--- config.mk ---
export PLATFORM = sky130hd
export DESIGN_NAME = nic_irq_ctrl
export DESIGN_NICKNAME = d
export VERILOG_FILES = /design/src/rtl/nic_irq_pkg.sv /design/src/rtl/nic_irq_cause.sv /design/src/rtl/nic_irq_mask.sv /design/src/rtl/nic_irq_rdmux.sv /design/src/rtl/nic_irq_ctrl.sv
export SDC_FILE = /design/constraint.sdc
export NUM_CORES = 1
export LEC_CHECK = 0
export ABC_AREA = 1
export BUFFER_PORTS_ARGS = -buffer_cell sky130_fd_sc_hd__buf_2
export CAP_MARGIN = 5
export CORE_AREA = 3 3 132 134
export DETAILED_ROUTE_END_ITERATION = 10
export DIE_AREA = 0 0 135 137
export HOLD_SLACK_MARGIN = 0.05
export MAX_ROUTING_LAYER = met4
export SETUP_SLACK_MARGIN = 0.2
export SLEW_MARGIN = 20
export SYNTH_ARGS = -nofsm -noshare
export SYNTH_HDL_FRONTEND = slang
export SYNTH_HIERARCHICAL = 1
export SYNTH_SLANG_ARGS = --single-unit
--- constraint.sdc ---
create_clock -name clk_i -period 2.5 [get_ports clk_i]
set_clock_uncertainty 0.2 [all_clocks]
set_input_delay 0.5 -clock clk_i [delete_from_list [all_inputs] [get_ports clk_i]]
set_output_delay 0.5 -clock clk_i [all_outputs]
set_load 0.05 [all_outputs]
--- src/rtl/nic_irq_pkg.sv ---
package nic_irq_pkg;
    localparam int REG_SEL_W = 3;

    typedef enum logic [REG_SEL_W-1:0] {
        SEL_CAUSE     = 3'd0,
        SEL_CAUSE_SET = 3'd1,
        SEL_MASK_SET  = 3'd2,
        SEL_MASK_CLR  = 3'd3
    } reg_sel_e;
endpackage

--- src/rtl/nic_irq_cause.sv ---
module nic_irq_cause #(
    parameter int DATA_W  = 32,
    parameter int NUM_SRC = 8,
    localparam int LOW_W  = DATA_W - 1
) (
    input  logic              clk_i,
    input  logic              rst_ni,
    input  logic              rd_clr_i,
    input  logic              w1c_en_i,
    input  logic              set_en_i,
    input  logic [LOW_W-1:0]  wdata_i,
    input  logic [NUM_SRC-1:0] evt_i,
    output logic [DATA_W-1:0] cause_o,
    output logic [DATA_W-1:0] shadow_o
);
    typedef struct packed {
        logic [DATA_W-1:0] cause;
        logic [DATA_W-1:0] shadow;
    } cause_st_t;

    cause_st_t st_d, st_q;
    logic [LOW_W-1:0] evt_w;
    logic [LOW_W-1:0] low_d;

    assign evt_w = LOW_W'(evt_i);

    always_comb begin
        low_d = st_q.cause[LOW_W-1:0];
        if (rd_clr_i) low_d = '0;
        if (w1c_en_i) low_d = low_d & ~wdata_i;
        if (set_en_i) low_d = low_d | wdata_i;
        low_d = low_d | evt_w;           // events applied last: set wins
        st_d.cause  = (|low_d) ? {1'b1, low_d} : '0;
        st_d.shadow = st_d.cause;
    end

    always_ff @(posedge clk_i) begin
        if (!rst_ni) st_q <= '0;
        else         st_q <= st_d;
    end

    assign cause_o  = st_q.cause;
    assign shadow_o = st_q.shadow;

    AST_SHADOW_MIRROR: assert property (@(posedge clk_i) disable iff (!rst_ni)
        st_q.shadow == st_q.cause);
    AST_SUMMARY_BIT: assert property (@(posedge clk_i) disable iff (!rst_ni)
        st_q.cause[DATA_W-1] == (|st_q.cause[LOW_W-1:0]));
    AST_EVT_KEPT: assert property (@(posedge clk_i) disable iff (!rst_ni)
        (|evt_i) |=> ((st_q.cause[LOW_W-1:0] & $past(evt_w)) == $past(evt_w)));
    AST_READ_CLEAR: assert property (@(posedge clk_i) disable iff (!rst_ni)
        (rd_clr_i && !set_en_i && evt_i == '0) |=> st_q.cause == '0);
    AST_W1C_CLEARS: assert property (@(posedge clk_i) disable iff (!rst_ni)
        (w1c_en_i && !set_en_i && evt_i == '0)
        |=> (st_q.cause[LOW_W-1:0] & $past(wdata_i)) == '0);
endmodule

--- src/rtl/nic_irq_mask.sv ---
module nic_irq_mask #(
    parameter int DATA_W = 32
) (
    input  logic              clk_i,
    input  logic              rst_ni,
    input  logic              set_en_i,
    input  logic              clr_en_i,
    input  logic [DATA_W-1:0] wdata_i,
    output logic [DATA_W-1:0] mask_o
);
    typedef struct packed {
        logic [DATA_W-1:0] mask;
    } mask_st_t;

    mask_st_t st_d, st_q;

    always_comb begin
        st_d = st_q;
        if (clr_en_i) st_d.mask = st_d.mask & ~wdata_i;
        if (set_en_i) st_d.mask = st_d.mask | wdata_i;
    end

    always_ff @(posedge clk_i) begin
        if (!rst_ni) st_q <= '0;
        else         st_q <= st_d;
    end

    assign mask_o = st_q.mask;

    AST_MASK_SET: assert property (@(posedge clk_i) disable iff (!rst_ni)
        set_en_i |=> (st_q.mask & $past(wdata_i)) == $past(wdata_i));
    AST_MASK_CLR: assert property (@(posedge clk_i) disable iff (!rst_ni)
        (clr_en_i && !set_en_i) |=> (st_q.mask & $past(wdata_i)) == '0);
endmodule

--- src/rtl/nic_irq_rdmux.sv ---
module nic_irq_rdmux
    import nic_irq_pkg::*;
#(
    parameter int DATA_W = 32
) (
    input  logic [REG_SEL_W-1:0] sel_i,
    input  logic [DATA_W-1:0]    cause_i,
    input  logic [DATA_W-1:0]    shadow_i,
    input  logic [DATA_W-1:0]    mask_i,
    output logic [DATA_W-1:0]    rdata_o
);
    always_comb begin
        case (reg_sel_e'(sel_i))
            SEL_CAUSE:                  rdata_o = cause_i;
            SEL_CAUSE_SET:              rdata_o = shadow_i;
            SEL_MASK_SET, SEL_MASK_CLR: rdata_o = mask_i;
            default:                    rdata_o = '0;
        endcase
    end
endmodule

--- src/rtl/nic_irq_ctrl.sv ---
module nic_irq_ctrl
    import nic_irq_pkg::*;
#(
    parameter int DATA_W  = 32,
    parameter int NUM_SRC = 8
) (
    input  logic                 clk_i,
    input  logic                 rst_ni,
    input  logic                 reg_wr_i,
    input  logic                 reg_rd_i,
    input  logic [REG_SEL_W-1:0] reg_addr_i,
    input  logic [DATA_W-1:0]    reg_wdata_i,
    output logic [DATA_W-1:0]    reg_rdata_o,
    input  logic [NUM_SRC-1:0]   evt_i,
    output logic                 irq_o
);
    localparam int LOW_W = DATA_W - 1;

    logic rd_clr, w1c_en, cset_en, mset_en, mclr_en;
    logic [DATA_W-1:0] cause_q, shadow_q, mask_q;

    always_comb begin
        rd_clr  = reg_rd_i && (reg_addr_i == SEL_CAUSE);
        w1c_en  = reg_wr_i && (reg_addr_i == SEL_CAUSE);
        cset_en = reg_wr_i && (reg_addr_i == SEL_CAUSE_SET);
        mset_en = reg_wr_i && (reg_addr_i == SEL_MASK_SET);
        mclr_en = reg_wr_i && (reg_addr_i == SEL_MASK_CLR);
    end

    nic_irq_cause #(.DATA_W(DATA_W), .NUM_SRC(NUM_SRC)) u_cause (
        .clk_i    (clk_i),
        .rst_ni   (rst_ni),
        .rd_clr_i (rd_clr),
        .w1c_en_i (w1c_en),
        .set_en_i (cset_en),
        .wdata_i  (reg_wdata_i[LOW_W-1:0]),
        .evt_i    (evt_i),
        .cause_o  (cause_q),
        .shadow_o (shadow_q)
    );

    nic_irq_mask #(.DATA_W(DATA_W)) u_mask (
        .clk_i    (clk_i),
        .rst_ni   (rst_ni),
        .set_en_i (mset_en),
        .clr_en_i (mclr_en),
        .wdata_i  (reg_wdata_i),
        .mask_o   (mask_q)
    );

    nic_irq_rdmux #(.DATA_W(DATA_W)) u_rdmux (
        .sel_i    (reg_addr_i),
        .cause_i  (cause_q),
        .shadow_i (shadow_q),
        .mask_i   (mask_q),
        .rdata_o  (reg_rdata_o)
    );

    assign irq_o = |(mask_q & cause_q);

    AST_IRQ_DROPS_ON_READ: assert property (@(posedge clk_i) disable iff (!rst_ni)
        (rd_clr && !reg_wr_i && evt_i == '0) |=> !irq_o);
    AST_IDLE_SELECT_NO_EFFECT: assert property (@(posedge clk_i) disable iff (!rst_ni)
        (!rd_clr && !w1c_en && !cset_en && !mset_en && !mclr_en && evt_i == '0)
        |=> ($stable(cause_q) && $stable(mask_q)));
    AST_NO_IRQ_UNMASKED: assert property (@(posedge clk_i) disable iff (!rst_ni)
        (mask_q == '0) |-> !irq_o);
endmodule

After elaboration in Yosys (flattened, before gate mapping)
Cells that the tools add are included.
- flip-flop bits (word level): 64
- word-level logic and storage cells: 32
- equal/unequal tests: 3
- multiplexer cells: 7
- bitwise gates (word level): 8
- reduce and logical (&&, ||, !) cells: 11
- operators by type and width (kind ; count):
    $mux 32 ; 3
    $mux 31 ; 3
    $and 32x32->32 ; 2
    $pmux 32 s2 ; 1
    $not 32->32 ; 1
    $or 32x32->32 ; 1
    $reduce_or 32->1 ; 1
    $and 31x31->31 ; 1
    $not 31->31 ; 1
    $or 31x31->31 ; 1
    $or 31x8->31 ; 1
    $reduce_or 31->1 ; 1
    $eq 3x2->1 const B ; 2
    $logic_and 1x1->1 ; 5
    $reduce_or 2->1 ; 2
    $eq 3x1->1 const B ; 1
    $logic_not 3->1 ; 1
    $reduce_and 2->1 ; 1

Longest topological paths before layout
- depth in word-level cells: 10
- depth in mapped cells: 14
- depth with buffers taken out: 12

Cells and area by module
Netlist, hierarchy kept.
- by module, submodules not included (module ; instances ; cells an instance ; area each (µm²)):
    nic_irq_cause ; 1 ; 297 ; 1871.8
    nic_irq_mask ; 1 ; 170 ; 1351.3
    nic_irq_rdmux ; 1 ; 151 ; 742.0
    nic_irq_ctrl ; 1 ; 74 ; 291.5

Worst setup path before layout
Ideal clock, no wire load.
- path type: input port to output port
- start: in reg_addr_i[0]
- end: out reg_rdata_o[0]
- data arrival time: 1.469 ns
- path slack: 0.331 ns
- stages on the path: 5
- cells stage by stage: buf_2 nor2_2 buf_2 nand3_1 nand3_1
- cells in the longest elaborated chain, start to end: 3
- elaborated cells on any way between the ends: 7
- classes of those cells: eq/ne: 3; mux: 1; reduce/logical: 3
- RTL lines (element ; RTL line ; source):
    from (decl) ; nic_irq_ctrl.sv:11 ; input logic [REG_SEL_W-1:0] reg_addr_i,
    $eq 3x2->1, or another cell as far along ; nic_irq_rdmux.sv:13 ; case (reg_sel_e'(sel_i))
    $reduce_or 2->1, on equally long branches ; - ;
    $pmux 32 s2 (*) ; nic_irq_rdmux.sv:13 ;
    to (decl) ; nic_irq_ctrl.sv:13 ; output logic [DATA_W-1:0] reg_rdata_o,
Mark *: on every way between the ends. The rest lies on a longest branch, timed or not.

Worst setup path in the final report
- start: in reg_addr_i[0]
- end: out reg_rdata_o[31]
Same word-level chain as after synthesis.

==> impl_metrics.prom <==
# TYPE chip_impl_metric gauge
chip_impl_metric{name="total_switching_power",unit="mW"} 0.7922
chip_impl_metric{name="layout.core_utilization",unit=""} 0.3522
chip_impl_metric{name="drt.antenna.violating_nets",unit=""} 0
chip_impl_metric{name="seq_power_share",unit=""} 0.398
chip_impl_metric{name="clock-sinks",unit=""} 64
chip_impl_metric{name="insertedDiodeCount",unit=""} 0
chip_impl_metric{name="max_stage_delay",unit="ns"} 0.30
chip_impl_metric{name="postSynthCellCount",unit=""} 692
chip_impl_info{name="cts.root.buffer_cell",value="sky130_fd_sc_hd__clkbuf_16"} 1
chip_impl_metric{name="grt-ovfl-total",unit=""} 0
chip_impl_info{name="setup_repair_after_global_routing_missed_its_margin",value="yes"} 1
chip_impl_metric{name="synthesized_cell_area",unit="sq mm"} 0.004257
chip_impl_metric{name="grt_start_max_net_pins",unit=""} 33
chip_impl_metric{name="yosys_warnings",unit=""} 6
chip_impl_info{name="crit_start",value="reg_addr_i[0]"} 1
chip_impl_info{name="worst-setup-path-type",value="input port to output pin"} 1
chip_impl_metric{name="ys_seq_area_frac",unit=""} 0.3010
chip_impl_info{name="leading_post_synthesis_cells_by_cell_area",value="sky130_fd_sc_hd__dfxtp_1 30%, sky130_fd_sc_hd__nand2_1 24%, sky130_fd_sc_hd__nand3_1 11%"} 1
chip_impl_info{name="critical_path.cell_chain",value="buf_8, buf_8, nor2_4, bufbuf_16, nand3_1, nand3_1, buf_6"} 1
chip_impl_metric{name="detailedRoute.firstIterationViolations",unit=""} 537
chip_impl_metric{name="r2r_slack",unit="ns"} 0.82
chip_impl_metric{name="p_comb_frac",unit=""} 0.178
chip_impl_metric{name="dieArea",unit="sq mm"} 0.01850
chip_impl_metric{name="top_level_ports",unit=""} 80
chip_impl_metric{name="detail_route.drc_violations",unit=""} 0
chip_impl_metric{name="crit_arrival",unit="ns"} 1.58
chip_impl_metric{name="fp.dieH",unit="um"} 137
chip_impl_metric{name="p_clk_frac",unit=""} 0.424
chip_impl_metric{name="layout-drive-gt1-share",unit=""} 0.2984
chip_impl_metric{name="slew_viol_final",unit=""} 0
chip_impl_metric{name="cts.hold.buffers_added",unit=""} 0
chip_impl_metric{name="max-cap-violations",unit=""} 0
chip_impl_metric{name="horizontal_extent_of_the_die",unit="um"} 135
chip_impl_metric{name="numPortBuffers",unit=""} 79
chip_impl_info{name="tritoncts",value="done"} 1
chip_impl_metric{name="reg2reg_depth",unit=""} 9
chip_impl_info{name="worst_setup_path_start_kind",value="input port"} 1
chip_impl_metric{name="postPlaceCellArea",unit="sq mm"} 0.004812
chip_impl_metric{name="synth_largest_type_area_fraction",unit=""} 0.3010
chip_impl_metric{name="drt-total-wl",unit="um"} 15840
chip_impl_metric{name="layout.nets",unit=""} 796
chip_impl_info{name="critical_path_s_slowest_cell",value="sky130_fd_sc_hd__bufbuf_16"} 1
chip_impl_metric{name="cp_num_cells",unit=""} 7
chip_impl_metric{name="finalCritPeriodShare",unit=""} 0.9124
chip_impl_metric{name="crit_fanout",unit=""} 20
chip_impl_metric{name="postSynthNetCount",unit=""} 739
chip_impl_metric{name="slew-limit-headroom",unit=""} 0.7362
chip_impl_metric{name="max_frequency",unit="MHz"} 438.4
chip_impl_metric{name="setup_viol",unit=""} 0
chip_impl_metric{name="routed_via_density",unit=""} 4.881
chip_impl_metric{name="drt_pass1_iterations",unit=""} 5
chip_impl_info{name="setup.worst_path.end_class",value="output pin"} 1
chip_impl_metric{name="synthDistinctLibCells",unit=""} 19
chip_impl_info{name="endpoint",value="reg_rdata_o[31]"} 1
chip_impl_metric{name="timing_worst_slew_pin_value",unit="ns"} 0.3957
chip_impl_metric{name="worstPathBufferInverterCount",unit=""} 4
chip_impl_metric{name="cts-buffers-inserted",unit=""} 9
chip_impl_metric{name="timing.final.hold_violations",unit=""} 0
chip_impl_metric{name="grt.total_usage",unit=""} 0.1658
chip_impl_metric{name="switching_share",unit=""} 0.2918
chip_impl_metric{name="antenna_violations_before_repair",unit=""} 0
chip_impl_metric{name="design.core.area",unit="sq mm"} 0.01641
chip_impl_info{name="outcome",value="finished clean"} 1
chip_impl_metric{name="timing.hold.ws",unit="ns"} 0.2351
chip_impl_metric{name="detail_route.wl_per_cell",unit="um"} 16.26
chip_impl_metric{name="p_leak",unit="nW"} 2.494
chip_impl_metric{name="htreeDepth",unit=""} 3
chip_impl_metric{name="cts_max_path_buffers",unit=""} 2
chip_impl_metric{name="dpl.hpwl",unit="um"} 10170
chip_impl_metric{name="power_per_cell_area",unit="mW/mm^2"} 469.8
chip_impl_metric{name="synth_area_per_cell",unit="sq um"} 6.151
chip_impl_metric{name="ir_drop",unit="V"} 0.0003373
chip_impl_metric{name="syn2layout_area_growth",unit="%"} 35.77
chip_impl_info{name="timing.rr.end",value="u_cause/shadow_o[12]"} 1
chip_impl_metric{name="clock_latency",unit="ns"} 0.33
chip_impl_info{name="critical-path-top-delay-family",value="buffers and inverters"} 1
chip_impl_metric{name="initial_utilization",unit=""} 0.2594
chip_impl_info{name="min_path_type",value="input port to flop"} 1
chip_impl_metric{name="fin_tns_setup",unit="ns"} 0
chip_impl_info{name="r2r_start",value="u_cause/shadow_o[11]"} 1
chip_impl_metric{name="cp.required",unit="ns"} 1.80
chip_impl_metric{name="floorplan.rows",unit=""} 47
chip_impl_metric{name="ys_seq_elements",unit=""} 64
chip_impl_metric{name="clock_slew_seen_by_the_registers_of_the_worst_setup_and_hold_paths",unit="ns"} 0.06
chip_impl_metric{name="finalInstanceArea",unit="sq mm"} 0.005779
chip_impl_metric{name="number_of_global_route_vias_before_repair",unit=""} 4142
chip_impl_metric{name="routabilityCongestion",unit=""} 0.8345
chip_impl_metric{name="dr_total_vias",unit=""} 4754
chip_impl_info{name="yosysTopAreaCell",value="sky130_fd_sc_hd__dfxtp_1"} 1
chip_impl_metric{name="grt_pass1_wl",unit="um"} 23340
chip_impl_metric{name="timing.final.crit_period",unit="ns"} 2.281
chip_impl_metric{name="internal_power",unit="mW"} 1.923
-- cells in the final DEF, fill, tap and decap left out, types with 4 or more instances in the layout --
cell and n:
sky130_fd_sc_hd__a21oi_1 10, sky130_fd_sc_hd__a21oi_2 30, sky130_fd_sc_hd__buf_12 9, sky130_fd_sc_hd__buf_2 46, sky130_fd_sc_hd__buf_4 23, sky130_fd_sc_hd__buf_6 26
sky130_fd_sc_hd__buf_8 12, sky130_fd_sc_hd__clkbuf_16 12, sky130_fd_sc_hd__clkinv_2 4, sky130_fd_sc_hd__dfxtp_1 64, sky130_fd_sc_hd__inv_1 38, sky130_fd_sc_hd__nand2_1 264
sky130_fd_sc_hd__nand2_2 11, sky130_fd_sc_hd__nand3_1 66, sky130_fd_sc_hd__nand3_2 28, sky130_fd_sc_hd__nand4_1 32, sky130_fd_sc_hd__nor2_1 23, sky130_fd_sc_hd__nor2_2 9
sky130_fd_sc_hd__nor2_4 4, sky130_fd_sc_hd__nor3_1 29
-- Yosys cell counts --
| cell type | instances |
|---|---|
| sky130_fd_sc_hd__a21oi_1 | 10 |
| sky130_fd_sc_hd__a21oi_2 | 30 |
| sky130_fd_sc_hd__a31oi_1 | 1 |
| sky130_fd_sc_hd__buf_1 | 5 |
| sky130_fd_sc_hd__buf_2 | 18 |
| sky130_fd_sc_hd__buf_4 | 40 |
| sky130_fd_sc_hd__buf_6 | 3 |
| sky130_fd_sc_hd__clkbuf_1 | 9 |
| sky130_fd_sc_hd__dfxtp_1 | 64 |
| sky130_fd_sc_hd__inv_1 | 38 |
| sky130_fd_sc_hd__inv_2 | 2 |
| sky130_fd_sc_hd__nand2_1 | 276 |
| sky130_fd_sc_hd__nand3_1 | 94 |
| sky130_fd_sc_hd__nand4_1 | 32 |
| sky130_fd_sc_hd__nor2_1 | 33 |
| sky130_fd_sc_hd__nor2_2 | 3 |
| sky130_fd_sc_hd__nor3_1 | 31 |
| sky130_fd_sc_hd__nor4_1 | 2 |
| sky130_fd_sc_hd__nor4_2 | 1 |
-- final cells by class --
class                      instances  area (sq um)
multi-input combinational        513          2615
fill                            1775         10630
clock buffer                      12         246.5
clock inverter                     4         20.02
inverter                          40         150.1
sequential                        64          1281
tap                              220         275.3
timing repair buffer             121          1191
-- metrics by stage --
stage | setup slack [ns] | instances | total power [mW]
2_1_floorplan | 0.3313 | 692 | 1.351
3_3_place_gp | -0.009554 | 946 | 1.499
3_5_place_dp | -0.01819 | 946 | 1.502
4_1_cts | 0.1948 | 966 | 2.684
5_1_grt | 0.1217 | 974 | 2.817
6_report | 0.2191 | 974 | 2.715
-- worst min path at each step --
| stage | start | endpoint | slack, ns | cells after the start |
|---|---|---|---|---|
| 2_1_floorplan | u_mask/mask_o[30] | u_mask/mask_o[30] | 0.25 | 2 |
| 3_3_place_gp | u_mask/mask_o[11] | u_mask/mask_o[11] | 0.27 | 2 |
| 3_5_place_dp | u_mask/mask_o[11] | u_mask/mask_o[11] | 0.27 | 2 |
| 4_1_cts | reg_wdata_i[31] | u_mask/mask_o[31] | 0.23 | 3 |
| 5_1_grt | reg_wdata_i[8] | u_mask/mask_o[8] | 0.26 | 3 |
| 6_report | reg_wdata_i[31] | u_mask/mask_o[31] | 0.24 | 3 |
-- routing by layer --
| layer | routed length, um | share of wire | vias to the layer above | global-route usage |
|---|---|---|---|---|
| met5 | 0 | 0 | - | - |
| met4 | 136 | 0.0086 | 0 | 0.03359 |
| met3 | 1171 | 0.074 | 11 | 0.03235 |
| met2 | 7385 | 0.47 | 187 | 0.2532 |
| met1 | 7145 | 0.45 | 2220 | 0.2296 |
| li1 | - | - | 2336 | - |
-- worst reg2reg max path: cells and delay by family, from the launching register on --
kind	cells	cell delay (ns)
buffers and inverters	1	0.18
DFF	1	0.33
and+or+nand+nor	8	0.86
-- flip-flops by register name, indices dropped and copies added, names as in the netlist --
register	flops
u_cause/shadow_o	32
u_mask/mask_o	32
-- cells by family (layout without fill, tap and decap cells) --
kind of cell           count (synthesis)  after routing  synth area share
AOI/OAI and AO/OA                     41             41           0.07496
and+or+nand+nor                      472            472            0.4768
DFF                                   64             64            0.3010
buffers and inverters                115            177            0.1473
-- what timing repair did --
action	in CTS	in global routing
cloned	2	6
setup endpoints to repair	32	64
gates resized for setup	66	81
setup buffers	2	2
pin swaps	1	18
-- power by group through the flow --
stage,clock network [mW],logic [mW],registers (mW)
finish,1.15,0.484,1.08
detailed placement,0,0.403,1.10
CTS,1.17,0.438,1.08
global route,1.21,0.522,1.08
global placement,0,0.400,1.10
floorplan,0,0.259,1.09
(Power assumes the default switching activity.)
